$ cat src/rtl/ring_dma_pkg.sv
// Shared encodings for the descriptor ring DMA channel.
// Assumes: register offsets are byte offsets inside one channel window.
package ring_dma_pkg;

    // Access size codes on the register port
    localparam logic [1:0] SZ_BYTE = 2'd0;
    localparam logic [1:0] SZ_WORD = 2'd1;
    localparam logic [1:0] SZ_LONG = 2'd2;

    // Register byte offsets
    localparam logic [3:0] OFS_BASE = 4'h0;
    localparam logic [3:0] OFS_CUR  = 4'h4;
    localparam logic [3:0] OFS_LAST = 4'h5;
    localparam logic [3:0] OFS_STS  = 4'h6;
    localparam logic [3:0] OFS_REM  = 4'h8;
    localparam logic [3:0] OFS_PRE  = 4'hA;
    localparam logic [3:0] OFS_CTL  = 4'hB;

    // Status bit positions
    localparam int STS_HALT = 0;
    localparam int STS_CEQL = 1;
    localparam int STS_LVC  = 2;
    localparam int STS_BC   = 3;

    // Control bit positions
    localparam int CTL_RUN  = 0;
    localparam int CTL_RST  = 1;
    localparam int CTL_LVIE = 2;
    localparam int CTL_BCIE = 3;

    // Descriptor completion-request bit in the second word
    localparam int DESC_IRQ_BIT = 31;

    typedef enum logic [2:0] {
        ST_IDLE,
        ST_REQ_PTR,
        ST_REQ_CTL,
        ST_XFER,
        ST_EMPTY,
        ST_STALL
    } chan_state_e;

endpackage

$ cat src/rtl/ring_dma_regdec.sv
// Register port decode for one DMA channel.
// Turns (offset, size, write) into per-register write strobes with the
// write data already trimmed, and muxes read data by offset and size.
// Assumes: unsupported offset/size pairs read 0 and ignore writes.
module ring_dma_regdec
    import ring_dma_pkg::*;
#(
    parameter int ADDR_W = 32,
    parameter int IDX_W  = 5,
    parameter int CNT_W  = 16
) (
    input  logic [3:0]        reg_addr,
    input  logic [1:0]        reg_size,
    input  logic              reg_wr,
    input  logic [31:0]       reg_wdata,
    output logic [31:0]       reg_rdata,
    output logic              base_we,
    output logic [ADDR_W-1:0] base_wdata,
    output logic              last_we,
    output logic [IDX_W-1:0]  last_wdata,
    output logic              sts_we,
    output logic              clr_lvc,
    output logic              clr_bc,
    output logic              ctl_we,
    output logic              ctl_run,
    output logic              ctl_rst,
    output logic              ctl_lvie,
    output logic              ctl_bcie,
    input  logic [ADDR_W-1:0] base_q,
    input  logic [IDX_W-1:0]  cur_q,
    input  logic [IDX_W-1:0]  last_q,
    input  logic [IDX_W-1:0]  pre_q,
    input  logic [15:0]       sts_word,
    input  logic [7:0]        ctl_word,
    input  logic [CNT_W-1:0]  rem_q
);

    logic [5:0] sel;
    assign sel = {reg_size, reg_addr};

    // Write strobes: only writable registers at their native sizes
    always_comb begin
        base_we = reg_wr && (sel == {SZ_LONG, OFS_BASE});
        last_we = reg_wr && (sel == {SZ_BYTE, OFS_LAST});
        sts_we  = reg_wr && ((sel == {SZ_BYTE, OFS_STS}) || (sel == {SZ_WORD, OFS_STS}));
        ctl_we  = reg_wr && (sel == {SZ_BYTE, OFS_CTL});
    end

    // Write data slices: base loses its low three bits here
    assign base_wdata = {reg_wdata[ADDR_W-1:3], 3'b000};
    assign last_wdata = reg_wdata[IDX_W-1:0];
    assign clr_lvc    = reg_wdata[STS_LVC];
    assign clr_bc     = reg_wdata[STS_BC];
    assign ctl_run    = reg_wdata[CTL_RUN];
    assign ctl_rst    = reg_wdata[CTL_RST];
    assign ctl_lvie   = reg_wdata[CTL_LVIE];
    assign ctl_bcie   = reg_wdata[CTL_BCIE];

    // Read mux by offset and size
    always_comb begin
        case (sel)
            {SZ_LONG, OFS_BASE}: reg_rdata = 32'(base_q);
            {SZ_LONG, OFS_CUR}:  reg_rdata = {sts_word, 8'(last_q), 8'(cur_q)};
            {SZ_BYTE, OFS_CUR}:  reg_rdata = 32'(cur_q);
            {SZ_BYTE, OFS_LAST}: reg_rdata = 32'(last_q);
            {SZ_BYTE, OFS_STS}:  reg_rdata = 32'(sts_word[7:0]);
            {SZ_WORD, OFS_STS}:  reg_rdata = 32'(sts_word);
            {SZ_WORD, OFS_REM}:  reg_rdata = 32'(rem_q);
            {SZ_BYTE, OFS_PRE}:  reg_rdata = 32'(pre_q);
            {SZ_BYTE, OFS_CTL}:  reg_rdata = 32'(ctl_word);
            default:             reg_rdata = 32'd0;
        endcase
    end

endmodule

$ cat src/rtl/ring_dma_remcount.sv
// Remaining-sample counter for the buffer in flight.
// Loads from a fetched descriptor, counts down one per strobe and
// flags the final sample. Assumes load and decrement never coincide.
module ring_dma_remcount #(
    parameter int CNT_W = 16
) (
    input  logic             clk,
    input  logic             rst_n,
    input  logic             clr,
    input  logic             load,
    input  logic [CNT_W-1:0] load_val,
    input  logic             dec,
    output logic [CNT_W-1:0] rem_q,
    output logic             on_last
);

    // Count register: clear, load or decrement
    always_ff @(posedge clk) begin
        if (!rst_n || clr) begin
            rem_q <= '0;
        end else if (load) begin
            rem_q <= load_val;
        end else if (dec && rem_q != '0) begin
            rem_q <= rem_q - 1'b1;
        end
    end

    // Final-sample flag for the sequencer
    assign on_last = (rem_q == CNT_W'(1));

    // each strobe takes exactly one sample off a running count
    assert_count_step_R4: assert property (@(posedge clk) disable iff (!rst_n)
        (dec && !load && !clr && rem_q > CNT_W'(1)) |=> (rem_q == $past(rem_q) - 1'b1));

    // a load places the descriptor count unchanged
    assert_count_load_R4: assert property (@(posedge clk) disable iff (!rst_n)
        (load && !clr) |=> (rem_q == $past(load_val)));

endmodule

$ cat src/rtl/ring_dma_seq.sv
// Channel sequencer: holds base, indices, status and control, walks the
// descriptor ring and decides completion, advance, halt and resume.
// Assumes: the memory acknowledges with data in the same cycle, tolerates
// a request withdrawn before acknowledge, and the ring has 2**IDX_W entries.
module ring_dma_seq
    import ring_dma_pkg::*;
#(
    parameter int ADDR_W = 32,
    parameter int IDX_W  = 5,
    parameter int CNT_W  = 16
) (
    input  logic              clk,
    input  logic              rst_n,
    input  logic              base_we,
    input  logic [ADDR_W-1:0] base_wdata,
    input  logic              last_we,
    input  logic [IDX_W-1:0]  last_wdata,
    input  logic              sts_we,
    input  logic              clr_lvc,
    input  logic              clr_bc,
    input  logic              ctl_we,
    input  logic              ctl_run,
    input  logic              ctl_rst,
    input  logic              ctl_lvie,
    input  logic              ctl_bcie,
    input  logic              mem_ack,
    input  logic [31:0]       mem_rdata,
    input  logic              smp_strobe,
    input  logic              rem_last,
    output logic              rem_clr,
    output logic              rem_load,
    output logic [CNT_W-1:0]  rem_load_val,
    output logic              rem_dec,
    output logic              mem_req,
    output logic [ADDR_W-1:0] mem_addr,
    output logic [ADDR_W-1:0] buf_addr,
    output logic              xfer_active,
    output logic              irq,
    output logic [ADDR_W-1:0] base_q,
    output logic [IDX_W-1:0]  cur_q,
    output logic [IDX_W-1:0]  last_q,
    output logic [IDX_W-1:0]  pre_q,
    output logic [15:0]       sts_word,
    output logic [7:0]        ctl_word
);

    localparam int DESC_SHIFT = 3;

    chan_state_e state_q;
    logic halt_q, ceql_q, lvc_q, bc_q;
    logic run_q, lvie_q, bcie_q;
    logic desc_irq_q;
    logic fsm_en, wipe, done, done_last;
    logic [ADDR_W-1:0] desc_addr;

    // A control write that resets, stops or starts overrides the walker
    assign wipe   = ctl_we && ctl_rst;
    assign fsm_en = !(ctl_we && (ctl_rst || !ctl_run || !run_q));

    // Counter handshakes
    assign rem_clr      = wipe;
    assign rem_load     = fsm_en && state_q == ST_REQ_CTL && mem_ack;
    assign rem_load_val = mem_rdata[CNT_W-1:0];
    assign rem_dec      = fsm_en && state_q == ST_XFER && smp_strobe;
    assign done         = rem_dec && rem_last;
    assign done_last    = done && (cur_q == last_q);

    // Descriptor address and memory request
    assign desc_addr   = base_q + (ADDR_W'(cur_q) << DESC_SHIFT);
    assign mem_req     = (state_q == ST_REQ_PTR) || (state_q == ST_REQ_CTL);
    assign mem_addr    = (state_q == ST_REQ_CTL) ? desc_addr + ADDR_W'(4) : desc_addr;
    assign xfer_active = (state_q == ST_XFER);

    // Register views and interrupt
    assign sts_word = 16'({bc_q, lvc_q, ceql_q, halt_q});
    assign ctl_word = 8'({bcie_q, lvie_q, 1'b0, run_q});
    assign irq      = (lvc_q && lvie_q) || (bc_q && bcie_q);

    // Channel state: register writes, then walker progress (hardware sets win)
    always_ff @(posedge clk) begin
        if (!rst_n || wipe) begin
            state_q    <= ST_IDLE;
            base_q     <= '0;
            cur_q      <= '0;
            last_q     <= '0;
            pre_q      <= '0;
            halt_q     <= 1'b1;
            ceql_q     <= 1'b0;
            lvc_q      <= 1'b0;
            bc_q       <= 1'b0;
            run_q      <= 1'b0;
            lvie_q     <= 1'b0;
            bcie_q     <= 1'b0;
            desc_irq_q <= 1'b0;
            buf_addr   <= '0;
        end else begin
            if (base_we) base_q <= base_wdata;
            if (last_we) last_q <= last_wdata;
            if (sts_we && clr_lvc) lvc_q <= 1'b0;
            if (sts_we && clr_bc)  bc_q  <= 1'b0;
            if (ctl_we) begin
                run_q  <= ctl_run;
                lvie_q <= ctl_lvie;
                bcie_q <= ctl_bcie;
                if (!ctl_run) begin
                    state_q <= ST_IDLE;
                    halt_q  <= 1'b1;
                end else if (!run_q) begin
                    cur_q   <= '0;
                    pre_q   <= IDX_W'(1);
                    halt_q  <= 1'b0;
                    state_q <= ST_REQ_PTR;
                end
            end
            if (fsm_en) begin
                case (state_q)
                    ST_REQ_PTR: if (mem_ack) begin
                        buf_addr <= {mem_rdata[ADDR_W-1:2], 2'b00};
                        state_q  <= ST_REQ_CTL;
                    end
                    ST_REQ_CTL: if (mem_ack) begin
                        desc_irq_q <= mem_rdata[DESC_IRQ_BIT];
                        state_q    <= (mem_rdata[CNT_W-1:0] == '0) ? ST_EMPTY : ST_XFER;
                    end
                    ST_XFER: if (done) begin
                        if (desc_irq_q) bc_q <= 1'b1;
                        if (done_last) begin
                            halt_q  <= 1'b1;
                            ceql_q  <= 1'b1;
                            lvc_q   <= 1'b1;
                            state_q <= ST_STALL;
                        end else begin
                            cur_q   <= pre_q;
                            pre_q   <= pre_q + 1'b1;
                            state_q <= ST_REQ_PTR;
                        end
                    end
                    ST_STALL: if (last_we && last_wdata != cur_q) begin
                        halt_q  <= 1'b0;
                        ceql_q  <= 1'b0;
                        cur_q   <= pre_q;
                        pre_q   <= pre_q + 1'b1;
                        state_q <= ST_REQ_PTR;
                    end
                    default: ;
                endcase
            end
        end
    end

    // a start from stopped lands on entry 0 with prefetch 1 and halted clear
    assert_start_R3: assert property (@(posedge clk) disable iff (!rst_n)
        (ctl_we && ctl_run && !ctl_rst && !run_q)
        |=> (cur_q == '0 && pre_q == IDX_W'(1) && !halt_q && mem_req));

    // an unacknowledged request holds its address
    assert_req_hold_R3: assert property (@(posedge clk) disable iff (!rst_n)
        (mem_req && !mem_ack && !ctl_we && !base_we) |=> (mem_req && $stable(mem_addr)));

    // a non-final completion moves current to the old prefetch value
    assert_advance_R6: assert property (@(posedge clk) disable iff (!rst_n)
        (done && !done_last && fsm_en)
        |=> (cur_q == $past(pre_q) && pre_q == IDX_W'($past(pre_q) + 1'b1)));

    // while the ring is active the prefetch leads the current index by one
    assert_pre_lead_R6: assert property (@(posedge clk) disable iff (!rst_n)
        (state_q != ST_IDLE) |-> (pre_q == IDX_W'(cur_q + 1'b1)));

    // a stalled channel always shows halted and current-equals-last
    assert_stall_flags_R7: assert property (@(posedge clk) disable iff (!rst_n)
        (state_q == ST_STALL) |-> (halt_q && ceql_q && !mem_req));

    // clearing run drops the request and reports halted
    assert_stop_R11: assert property (@(posedge clk) disable iff (!rst_n)
        (ctl_we && !ctl_run && !ctl_rst) |=> (!mem_req && halt_q && !xfer_active));

endmodule

$ cat src/rtl/ring_dma_chan.sv
// Top of one descriptor ring audio DMA channel: register decode,
// channel sequencer and remaining-sample counter.
// Assumes: one register access per cycle, reads are combinational.
module ring_dma_chan #(
    parameter int ADDR_W = 32,
    parameter int IDX_W  = 5,
    parameter int CNT_W  = 16
) (
    input  logic              clk,
    input  logic              rst_n,
    input  logic [3:0]        reg_addr,
    input  logic [1:0]        reg_size,
    input  logic              reg_wr,
    input  logic [31:0]       reg_wdata,
    output logic [31:0]       reg_rdata,
    output logic              mem_req,
    output logic [ADDR_W-1:0] mem_addr,
    input  logic              mem_ack,
    input  logic [31:0]       mem_rdata,
    input  logic              smp_strobe,
    output logic [ADDR_W-1:0] buf_addr,
    output logic              xfer_active,
    output logic              irq
);

    logic              base_we, last_we, sts_we, ctl_we;
    logic [ADDR_W-1:0] base_wdata, base_q;
    logic [IDX_W-1:0]  last_wdata, cur_q, last_q, pre_q;
    logic              clr_lvc, clr_bc;
    logic              ctl_run, ctl_rst, ctl_lvie, ctl_bcie;
    logic [15:0]       sts_word;
    logic [7:0]        ctl_word;
    logic [CNT_W-1:0]  rem_q, rem_load_val;
    logic              rem_clr, rem_load, rem_dec, rem_last;

    ring_dma_regdec #(.ADDR_W(ADDR_W), .IDX_W(IDX_W), .CNT_W(CNT_W)) u_dec (
        .reg_addr(reg_addr), .reg_size(reg_size), .reg_wr(reg_wr),
        .reg_wdata(reg_wdata), .reg_rdata(reg_rdata),
        .base_we(base_we), .base_wdata(base_wdata),
        .last_we(last_we), .last_wdata(last_wdata),
        .sts_we(sts_we), .clr_lvc(clr_lvc), .clr_bc(clr_bc),
        .ctl_we(ctl_we), .ctl_run(ctl_run), .ctl_rst(ctl_rst),
        .ctl_lvie(ctl_lvie), .ctl_bcie(ctl_bcie),
        .base_q(base_q), .cur_q(cur_q), .last_q(last_q), .pre_q(pre_q),
        .sts_word(sts_word), .ctl_word(ctl_word), .rem_q(rem_q)
    );

    ring_dma_seq #(.ADDR_W(ADDR_W), .IDX_W(IDX_W), .CNT_W(CNT_W)) u_seq (
        .clk(clk), .rst_n(rst_n),
        .base_we(base_we), .base_wdata(base_wdata),
        .last_we(last_we), .last_wdata(last_wdata),
        .sts_we(sts_we), .clr_lvc(clr_lvc), .clr_bc(clr_bc),
        .ctl_we(ctl_we), .ctl_run(ctl_run), .ctl_rst(ctl_rst),
        .ctl_lvie(ctl_lvie), .ctl_bcie(ctl_bcie),
        .mem_ack(mem_ack), .mem_rdata(mem_rdata), .smp_strobe(smp_strobe),
        .rem_last(rem_last), .rem_clr(rem_clr), .rem_load(rem_load),
        .rem_load_val(rem_load_val), .rem_dec(rem_dec),
        .mem_req(mem_req), .mem_addr(mem_addr), .buf_addr(buf_addr),
        .xfer_active(xfer_active), .irq(irq),
        .base_q(base_q), .cur_q(cur_q), .last_q(last_q), .pre_q(pre_q),
        .sts_word(sts_word), .ctl_word(ctl_word)
    );

    ring_dma_remcount #(.CNT_W(CNT_W)) u_rem (
        .clk(clk), .rst_n(rst_n), .clr(rem_clr), .load(rem_load),
        .load_val(rem_load_val), .dec(rem_dec),
        .rem_q(rem_q), .on_last(rem_last)
    );

endmodule

$ cat config.mk
export PLATFORM = sky130hd
export DESIGN_NAME = ring_dma_chan
export DESIGN_NICKNAME = d
export VERILOG_FILES = /design/src/rtl/ring_dma_pkg.sv /design/src/rtl/ring_dma_regdec.sv /design/src/rtl/ring_dma_remcount.sv /design/src/rtl/ring_dma_seq.sv /design/src/rtl/ring_dma_chan.sv
export SDC_FILE = /design/constraint.sdc
export NUM_CORES = 1
export LEC_CHECK = 0
export BUFFER_PORTS_ARGS = -buffer_cell sky130_fd_sc_hd__buf_2
export CAP_MARGIN = 15
export CORE_ASPECT_RATIO = 0.8
export CORE_MARGIN = 5
export CORE_UTILIZATION = 60
export DETAILED_ROUTE_END_ITERATION = 16
export GPL_ROUTABILITY_DRIVEN = 0
export GPL_TIMING_DRIVEN = 0
export PLACE_DENSITY_LB_ADDON = 0.25
export SYNTH_ARGS = -nofsm -noshare
export SYNTH_HDL_FRONTEND = slang
export SYNTH_HIERARCHICAL = 1
export SYNTH_SLANG_ARGS = --single-unit
$ cat constraint.sdc
create_clock -name clk -period 8.9 [get_ports clk]
set_clock_uncertainty 0.05 [all_clocks]
set_input_delay 0.89 -clock clk [delete_from_list [all_inputs] [get_ports clk]]
set_output_delay 0.89 -clock clk [all_outputs]
set_load 0.02 [all_outputs]
==> out/qor.yml, run 1 <==
status: "completed"
post-cts-setup-buffers: 0
dr.pass1.iters: 6
cts_made_buffers: 9
ios: 174
num-nets-final: 1237
pwr_density_cell_nw_per_um2: 104.8
path_class: "reg2out"
hold_violations: 0
cts_tree: "built"
rsz0062_at_grt: "false"
worstSetupStartpointType: "flip-flop"
viasPerCell: 5.988
finalWorstSetupSlack_ns: 3.750
drtIter0Drc: 1072
clock_latency_ns: 0.35
min_path_type: "reg2reg"
tns_ns: 0
min_period_ns: 5.150
avgRoutedWirePerCell_um: 17.84
ys_ff_latch: 104
num_rows: 37
fillers: 1080
grt_pass1_vias: 7080
async_flop_share_pct: 0
grt_overflow: 0
slew_viol_final: 0
portBuffers: 138
hold_buffers: 0
grt_pass1_wl_mm: 36.61
ir_drop_v: 0.0001035
chipHeight_um: 111.9
antenna_found_initial: 0
path_clk_slew_ns: 0.08
drc: 0
avgSynthCellArea_um2: 7.930
cts.htree.levels: 3
place_worst_setup_slack_ns: 4.230
yosys_warnings: 6
ant_nets: 0
postSynthCellCount: 983
finalCritPeriodShare_pct: 57.86
cap_violations: 0
cts_resized: 0
hpwl_mm: 18.48
crit_start: "u_seq/cur_q[0]$_SDFF_PP0_"
grtUsageTotal_pct: 29.56
critPathMaxFanout: 5
drive_gt1_share_pct: 26.02
clkSinkCount: 104
power.static_leakage_nw: 3.761
wirelength_mm: 23.77
vias: 7976
relSlewSlack_pct: 38.93
worstPathArrival_ns: 4.21
die_w_um: 137.4
start_util_pct: 61.01
setup_viol: 0
syn2layout_area_growth_pct: 16.42
clockBufferDepth: 2
cp-end-kind: "output pin"
worst_pin_slew_ns: 0.9121
crit_required_ns: 7.96
min_from: "u_seq/buf_addr[17]$_SDFFE_PP0P_"
ys_seq_area_share_pct: 26.71
grt_max_degree: 21
diodes: 0
synth_edf_count: 0
core_area_um2: 12780
clock-root-buffer: "clkbuf_16"
netlist_area_um2: 7795
max_freq_mhz: 194.2
die-area_um2: 15390
r2r_start: "u_rem/rem_q[4]$_SDFFE_PP0P_"
synth_cell_types: 83
ys.flop_type: "dfxtp_1"
[cell type report]
| type | count | area [um2] | area share [%] |
|---|---|---|---|
| multi-input cells | 746 | 4812 | 53.03 |
| flip-flops and latches | 104 | 2082 | 22.94 |
| plain buffers | 140 | 927.1 | 10.22 |
| repair buffers | 138 | 690.7 | 7.611 |
| clock buffers | 9 | 225.2 | 2.482 |
| well taps | 175 | 219.0 | 2.413 |
| clock inverters | 7 | 70.07 | 0.7721 |
| inverters | 13 | 48.80 | 0.5377 |
[where the power goes]
group          leakage, nW  switching, mW  internal [mW]
clock network        0.142          0.202          0.198
logic                 2.78         0.0434         0.0402
registers            0.837        0.00131          0.466
total                 3.76          0.247          0.704
[cells in the final DEF, fill, tap and decap left out, types with 10 or more instances in the layout]
cell type	n
nor4_1	13
nand2_1	112
nand3_1	34
xnor2_1	38
nor2_1	92
inv_1	13
dfxtp_1	104
xor2_1	23
clkbuf_1	31
or4_1	12
a22o_1	28
or3_1	10
buf_2	143
a31oi_1	18
buf_4	93
o21ai_0	31
mux2i_1	43
conb_1	22
nor3_1	14
a21oi_1	61
nand2b_1	10
nand4_1	12
[sequential cells by signal, summed over array words and instances, names as in the netlist, 3 cells and up]
name            flops
u_rem/rem_q        16
u_seq/buf_addr     30
u_seq/base_q       32
u_seq/state_q       3
u_seq/cur_q         5
u_seq/pre_q         5
u_seq/last_q        5
[Yosys cell counts, types with 4 or more instances]
cell | number | area share [%]
ha_1 | 9 | 1.4
inv_1 | 13 | 0.63
mux2_2 | 6 | 0.87
nand4_1 | 12 | 0.96
and3_1 | 9 | 0.72
nor4_2 | 4 | 0.64
a31oi_1 | 18 | 1.4
buf_1 | 5 | 0.24
buf_4 | 93 | 9.0
a21oi_1 | 61 | 3.9
a22oi_1 | 8 | 0.77
xor2_1 | 23 | 2.6
or3_1 | 10 | 0.80
nand2b_1 | 10 | 0.80
or4_1 | 12 | 1.2
nand2_1 | 112 | 5.4
nand3_1 | 34 | 2.2
and2_1 | 9 | 0.72
nor4_1 | 13 | 1.0
nor2_1 | 92 | 4.4
o31ai_1 | 7 | 0.67
nor3_1 | 14 | 0.90
a221o_1 | 8 | 1.0
o21ai_1 | 4 | 0.26
a211oi_1 | 6 | 0.58
a21o_1 | 6 | 0.58
nand3b_1 | 9 | 0.87
xnor2_1 | 38 | 4.3
dfxtp_1 | 104 | 27
and4_1 | 4 | 0.45
o21ai_0 | 31 | 2.0
nor2b_1 | 8 | 0.64
nor3b_1 | 8 | 0.77
buf_2 | 5 | 0.32
mux2i_1 | 43 | 5.5
a22o_1 | 28 | 3.1
clkbuf_1 | 31 | 1.5
[worst max-delay path, cell delays in order, from the launching register on]
cell      delay (ns)
dfxtp_1         0.41
ha_1            0.27
fa_1            0.47
a211oi_1        0.44
nor2_1          0.15
nor4_1          0.40
nand2_1         0.11
nor4_1          0.59
and4bb_1        0.45
nor3b_2         0.24
xnor2_1         0.14
buf_2           0.18
[path summary, 6_finish.rpt]
check                                                  endpoint  slack (ns)  cells past startpoint
worst max-delay path                               mem_addr[28]        3.75                     11
worst min-delay path            u_seq/buf_addr[17]$_SDFFE_PP0P_        0.40                      2
worst max register to register        u_seq/pre_q[3]$_SDFF_PP0_        5.14                     10
worst min register to register  u_seq/buf_addr[17]$_SDFFE_PP0P_        0.40                      2
[logic make-up after synthesis]
logic type | Yosys count | synth area share (%)
simple gates | 391 | 26.85
compound gates | 213 | 18.88
fa+ha+maj | 10 | 1.701
buf+inv | 153 | 12.52
xor+xnor | 61 | 6.854
other cells | 2 | 0.09634
mux | 49 | 6.388
flops | 104 | 26.71
[routing by layer]
metal | routed length (um) | GRT usage [%] | vias to the layer above
li1 | - | - | 3768
met1 | 10410 | 44.21 | 3746
met2 | 10160 | 42.88 | 410
met3 | 2714 | 6.323 | 52
met4 | 476 | 7.380 | 0
met5 | 0 | 0 | -
[through the flow]
step                std cells  power (mW)  util (%)  hold slack [ns]  area [um2]
floorplan                1003      0.5312         -           0.4108        7870
global placement         1316      0.5561     68.71           0.3885        8780
detailed placement       1316      0.5570     68.71           0.3931        8780
CTS                      1332      0.9516     71.02           0.4036        9075
global route             1332      0.9813     71.02           0.4196        9075
finish                   1332      0.9508     71.02           0.4030        9075
(Power assumes the default switching activity.)
==> run 2, diff against run 1 <==
CORE_UTILIZATION = 56   (was 60)
clock period = 5.05 ns   (was 8.9 ns; I/O delays follow)
==> run 2 against run 1 <==
Compared with the run above: flip-flop and latch count unchanged; critical path depth down 1; power up 77%; count of clock-buffer cells in the layout unchanged; worst hold slack worse by 0.079 ns; die area up 6.6%; routed wire length up 1.7%; clock power up 77%; setup slack worse by 3.4 ns; combinational power up 75%; critical path type unchanged; critical endpoint is now mem_addr[25]; largest power group unchanged.
==> out/qor.yml, run 2 (synthesized netlist as in run 1, its figures left out) <==
crit_start: "u_seq/cur_q[4]$_SDFF_PP0_"
grt_overflow: 0  # unchanged
cp_top_family: "simple AND/OR/NAND/NOR gates"
stdcell_area_um2: 9096  # +0.23%
rsz0062_at_grt: "false"
largest_register_ffs: 32  # unchanged
finalCritPeriodShare_pct: 92.17
slew_viol_final: 0  # unchanged
ant_nets: 0  # unchanged
layout_common_cells: "143 x buf_2, 112 x nand2_1, 104 x dfxtp_1"
hold_buffers: 0  # unchanged
grt_util_met2_pct: 41.85  # -1.0 points
grt_max_degree: 21  # unchanged
final_util_pct: 66.89  # -4.1 points
drc: 0  # unchanged
num_rows: 38  # +2.7%
wirelength_mm: 24.16  # +1.7%
critPathMaxFanout: 10  # +5
grt_pass1_vias: 7053  # -0.38%
cpPeakStageDelay_ns: 0.68  # +0.09 ns
placed_cell_area_um2: 8786  # about the same
worstSetupStartpointType: "flip-flop"
vias: 7852  # -1.6%
path_class: "reg2out"
viasPerCell: 5.868  # -2.0%
pwr_density_cell_nw_per_um2: 184.6  # +76%
power.static_leakage_nw: 3.759  # about the same
crit_required_ns: 4.49  # -3.47 ns
num-nets-final: 1237  # unchanged
core_area_um2: 13600  # +6.4%
ios: 174  # unchanged
avgRoutedWirePerCell_um: 18.06  # +1.2%
min_path_type: "in2reg"
cts_tree: "built"
layout_commonest_cell: "buf_2"
critPathBufInv: 1  # unchanged
cp-end-kind: "output pin"
largestRegisters: "u_seq/base_q x32, u_seq/buf_addr x30, u_rem/rem_q x16"
worstPathArrival_ns: 4.10  # -0.11 ns
worst_pin_slew_ns: 0.8502  # -0.06192 ns
dr.pass1.iters: 8  # +2
setup_viol: 0  # unchanged
relSlewSlack_pct: 43.07  # +4.1 points
syn2layout_area_growth_pct: 16.69
drive_gt1_share_pct: 26.10  # +0.086 points
regToRegSetupSlack_ns: 1.24  # -3.90 ns
grt_pass1_wl_mm: 37.50  # +2.4%
cap_violations: 0  # unchanged
clockBufferDepth: 2  # unchanged
path_depth: 10  # -1
max_freq_mhz: 214.8
start_util_pct: 57.32  # -3.7 points
chipHeight_um: 115.5  # +3.2%
clkSinkCount: 104  # unchanged
top_register: "u_seq/base_q"
rr_worst_depth: 10  # unchanged
die-area_um2: 16390  # +6.6%
path_clk_slew_ns: 0.08  # about the same
slowest_stage: "nor4b_1"
min_period_ns: 4.655
grt_util_met3_pct: 5.858  # -0.47 points
r2r-end: "u_seq/pre_q[4]$_SDFF_PP0_"
cts.htree.levels: 3  # unchanged
antenna_found_initial: 1  # +1
clock_latency_ns: 0.36  # about the same
cts_made_buffers: 9  # unchanged
clock-root-buffer: "clkbuf_16"
r2r_start: "u_rem/rem_q[12]$_SDFFE_PP0P_"
grt-busiest-layer: "met1"
hpwl_mm: 18.82  # +1.8%
hold_violations: 0  # unchanged
post-cts-setup-buffers: 0  # unchanged
status: "completed"
drtIter0Drc: 937  # -13%
met1_usage_pct: 42.91  # -1.3 points
tns_ns: 0  # unchanged
crit_path_end: "mem_addr[25]"
grtUsageTotal_pct: 28.55  # -1.0 points
ir_drop_v: 0.0001561  # +51%
portBuffers: 138  # unchanged
die_w_um: 141.9  # +3.3%
path_cells: "ha_1 -> a21oi_1 -> nand2_1 -> o21ai_2 -> xnor2_1 -> nor4b_1 -> nand4_2 -> nor4_1 -> a311o_1 -> buf_2"
whs_ns: 0.3244  # -0.07864 ns
-- run 2: metal layers --
| layer | up-vias | wire length (um) |
|---|---|---|
| met5 | - | 0 |
| met2 | 423 | 10150 |
| li1 | 3761 | - |
| met4 | 0 | 460 |
| met1 | 3623 | 11020 |
| met3 | 45 | 2525 |
-- run 2: through the flow --
| stage | cells | total power, mW | setup WS [ns] |
|---|---|---|---|
| after floorplan | 1003 | 0.9362 | 1.440 |
| after global placement | 1321 | 0.9801 | 0.8221 |
| after detailed placement | 1321 | 0.9810 | 0.7499 |
| after CTS | 1337 | 1.678 | 0.3521 |
| after global routing | 1338 | 1.731 | 0.07573 |
| final | 1338 | 1.679 | 0.3952 |
-- run 2: worst register-to-register path: cells and delay by family (launching register included) --
family	cells	cell delay, ns
compound gates	2	0.79
buf+inv	2	0.59
flops	1	0.39
simple gates	6	1.91
-- run 2: power breakdown --
part           leakage (nW)  internal, mW  total (mW)  switching (mW)
sequential            0.837         0.821       0.823         0.00236
combinational          2.78        0.0708       0.146          0.0751
clock                 0.140         0.350       0.709           0.360
total                  3.76          1.24        1.68           0.437
-- run 2: how the worst min path moves through the flow --
stage                                          from  slack (ns)  cells after the start                              end
global placement    u_seq/buf_addr[28]$_SDFFE_PP0P_        0.39                      2  u_seq/buf_addr[28]$_SDFFE_PP0P_
detailed placement  u_seq/buf_addr[24]$_SDFFE_PP0P_        0.40                      2  u_seq/buf_addr[24]$_SDFFE_PP0P_
floorplan             u_seq/desc_irq_q$_SDFFE_PP0P_        0.41                      2    u_seq/desc_irq_q$_SDFFE_PP0P_
global route                          mem_rdata[16]        0.33                      3  u_seq/buf_addr[16]$_SDFFE_PP0P_
finish                                mem_rdata[29]        0.32                      3  u_seq/buf_addr[29]$_SDFFE_PP0P_
CTS                                   mem_rdata[27]        0.32                      3  u_seq/buf_addr[27]$_SDFFE_PP0P_
-- run 2: final cells by class --
| class | instances | area, um2 |
|---|---|---|
| Clock inverter | 7 | 76.32 |
| Buffer | 140 | 927.1 |
| Antenna cell | 1 | 2.502 |
| Clock buffer | 9 | 225.2 |
| Tap cell | 180 | 225.2 |
| Inverter | 13 | 48.80 |
| Fill cell | 1252 | 4502 |
| Multi-Input combinational cell | 746 | 4818 |
| Sequential cell | 104 | 2082 |
| Timing Repair Buffer | 138 | 690.7 |
-- run 2: what timing repair did --
action	in CTS	in global routing
gates resized for setup	0	1
endpoints found under the setup margin	0	1
hold endpoints to repair	0	0
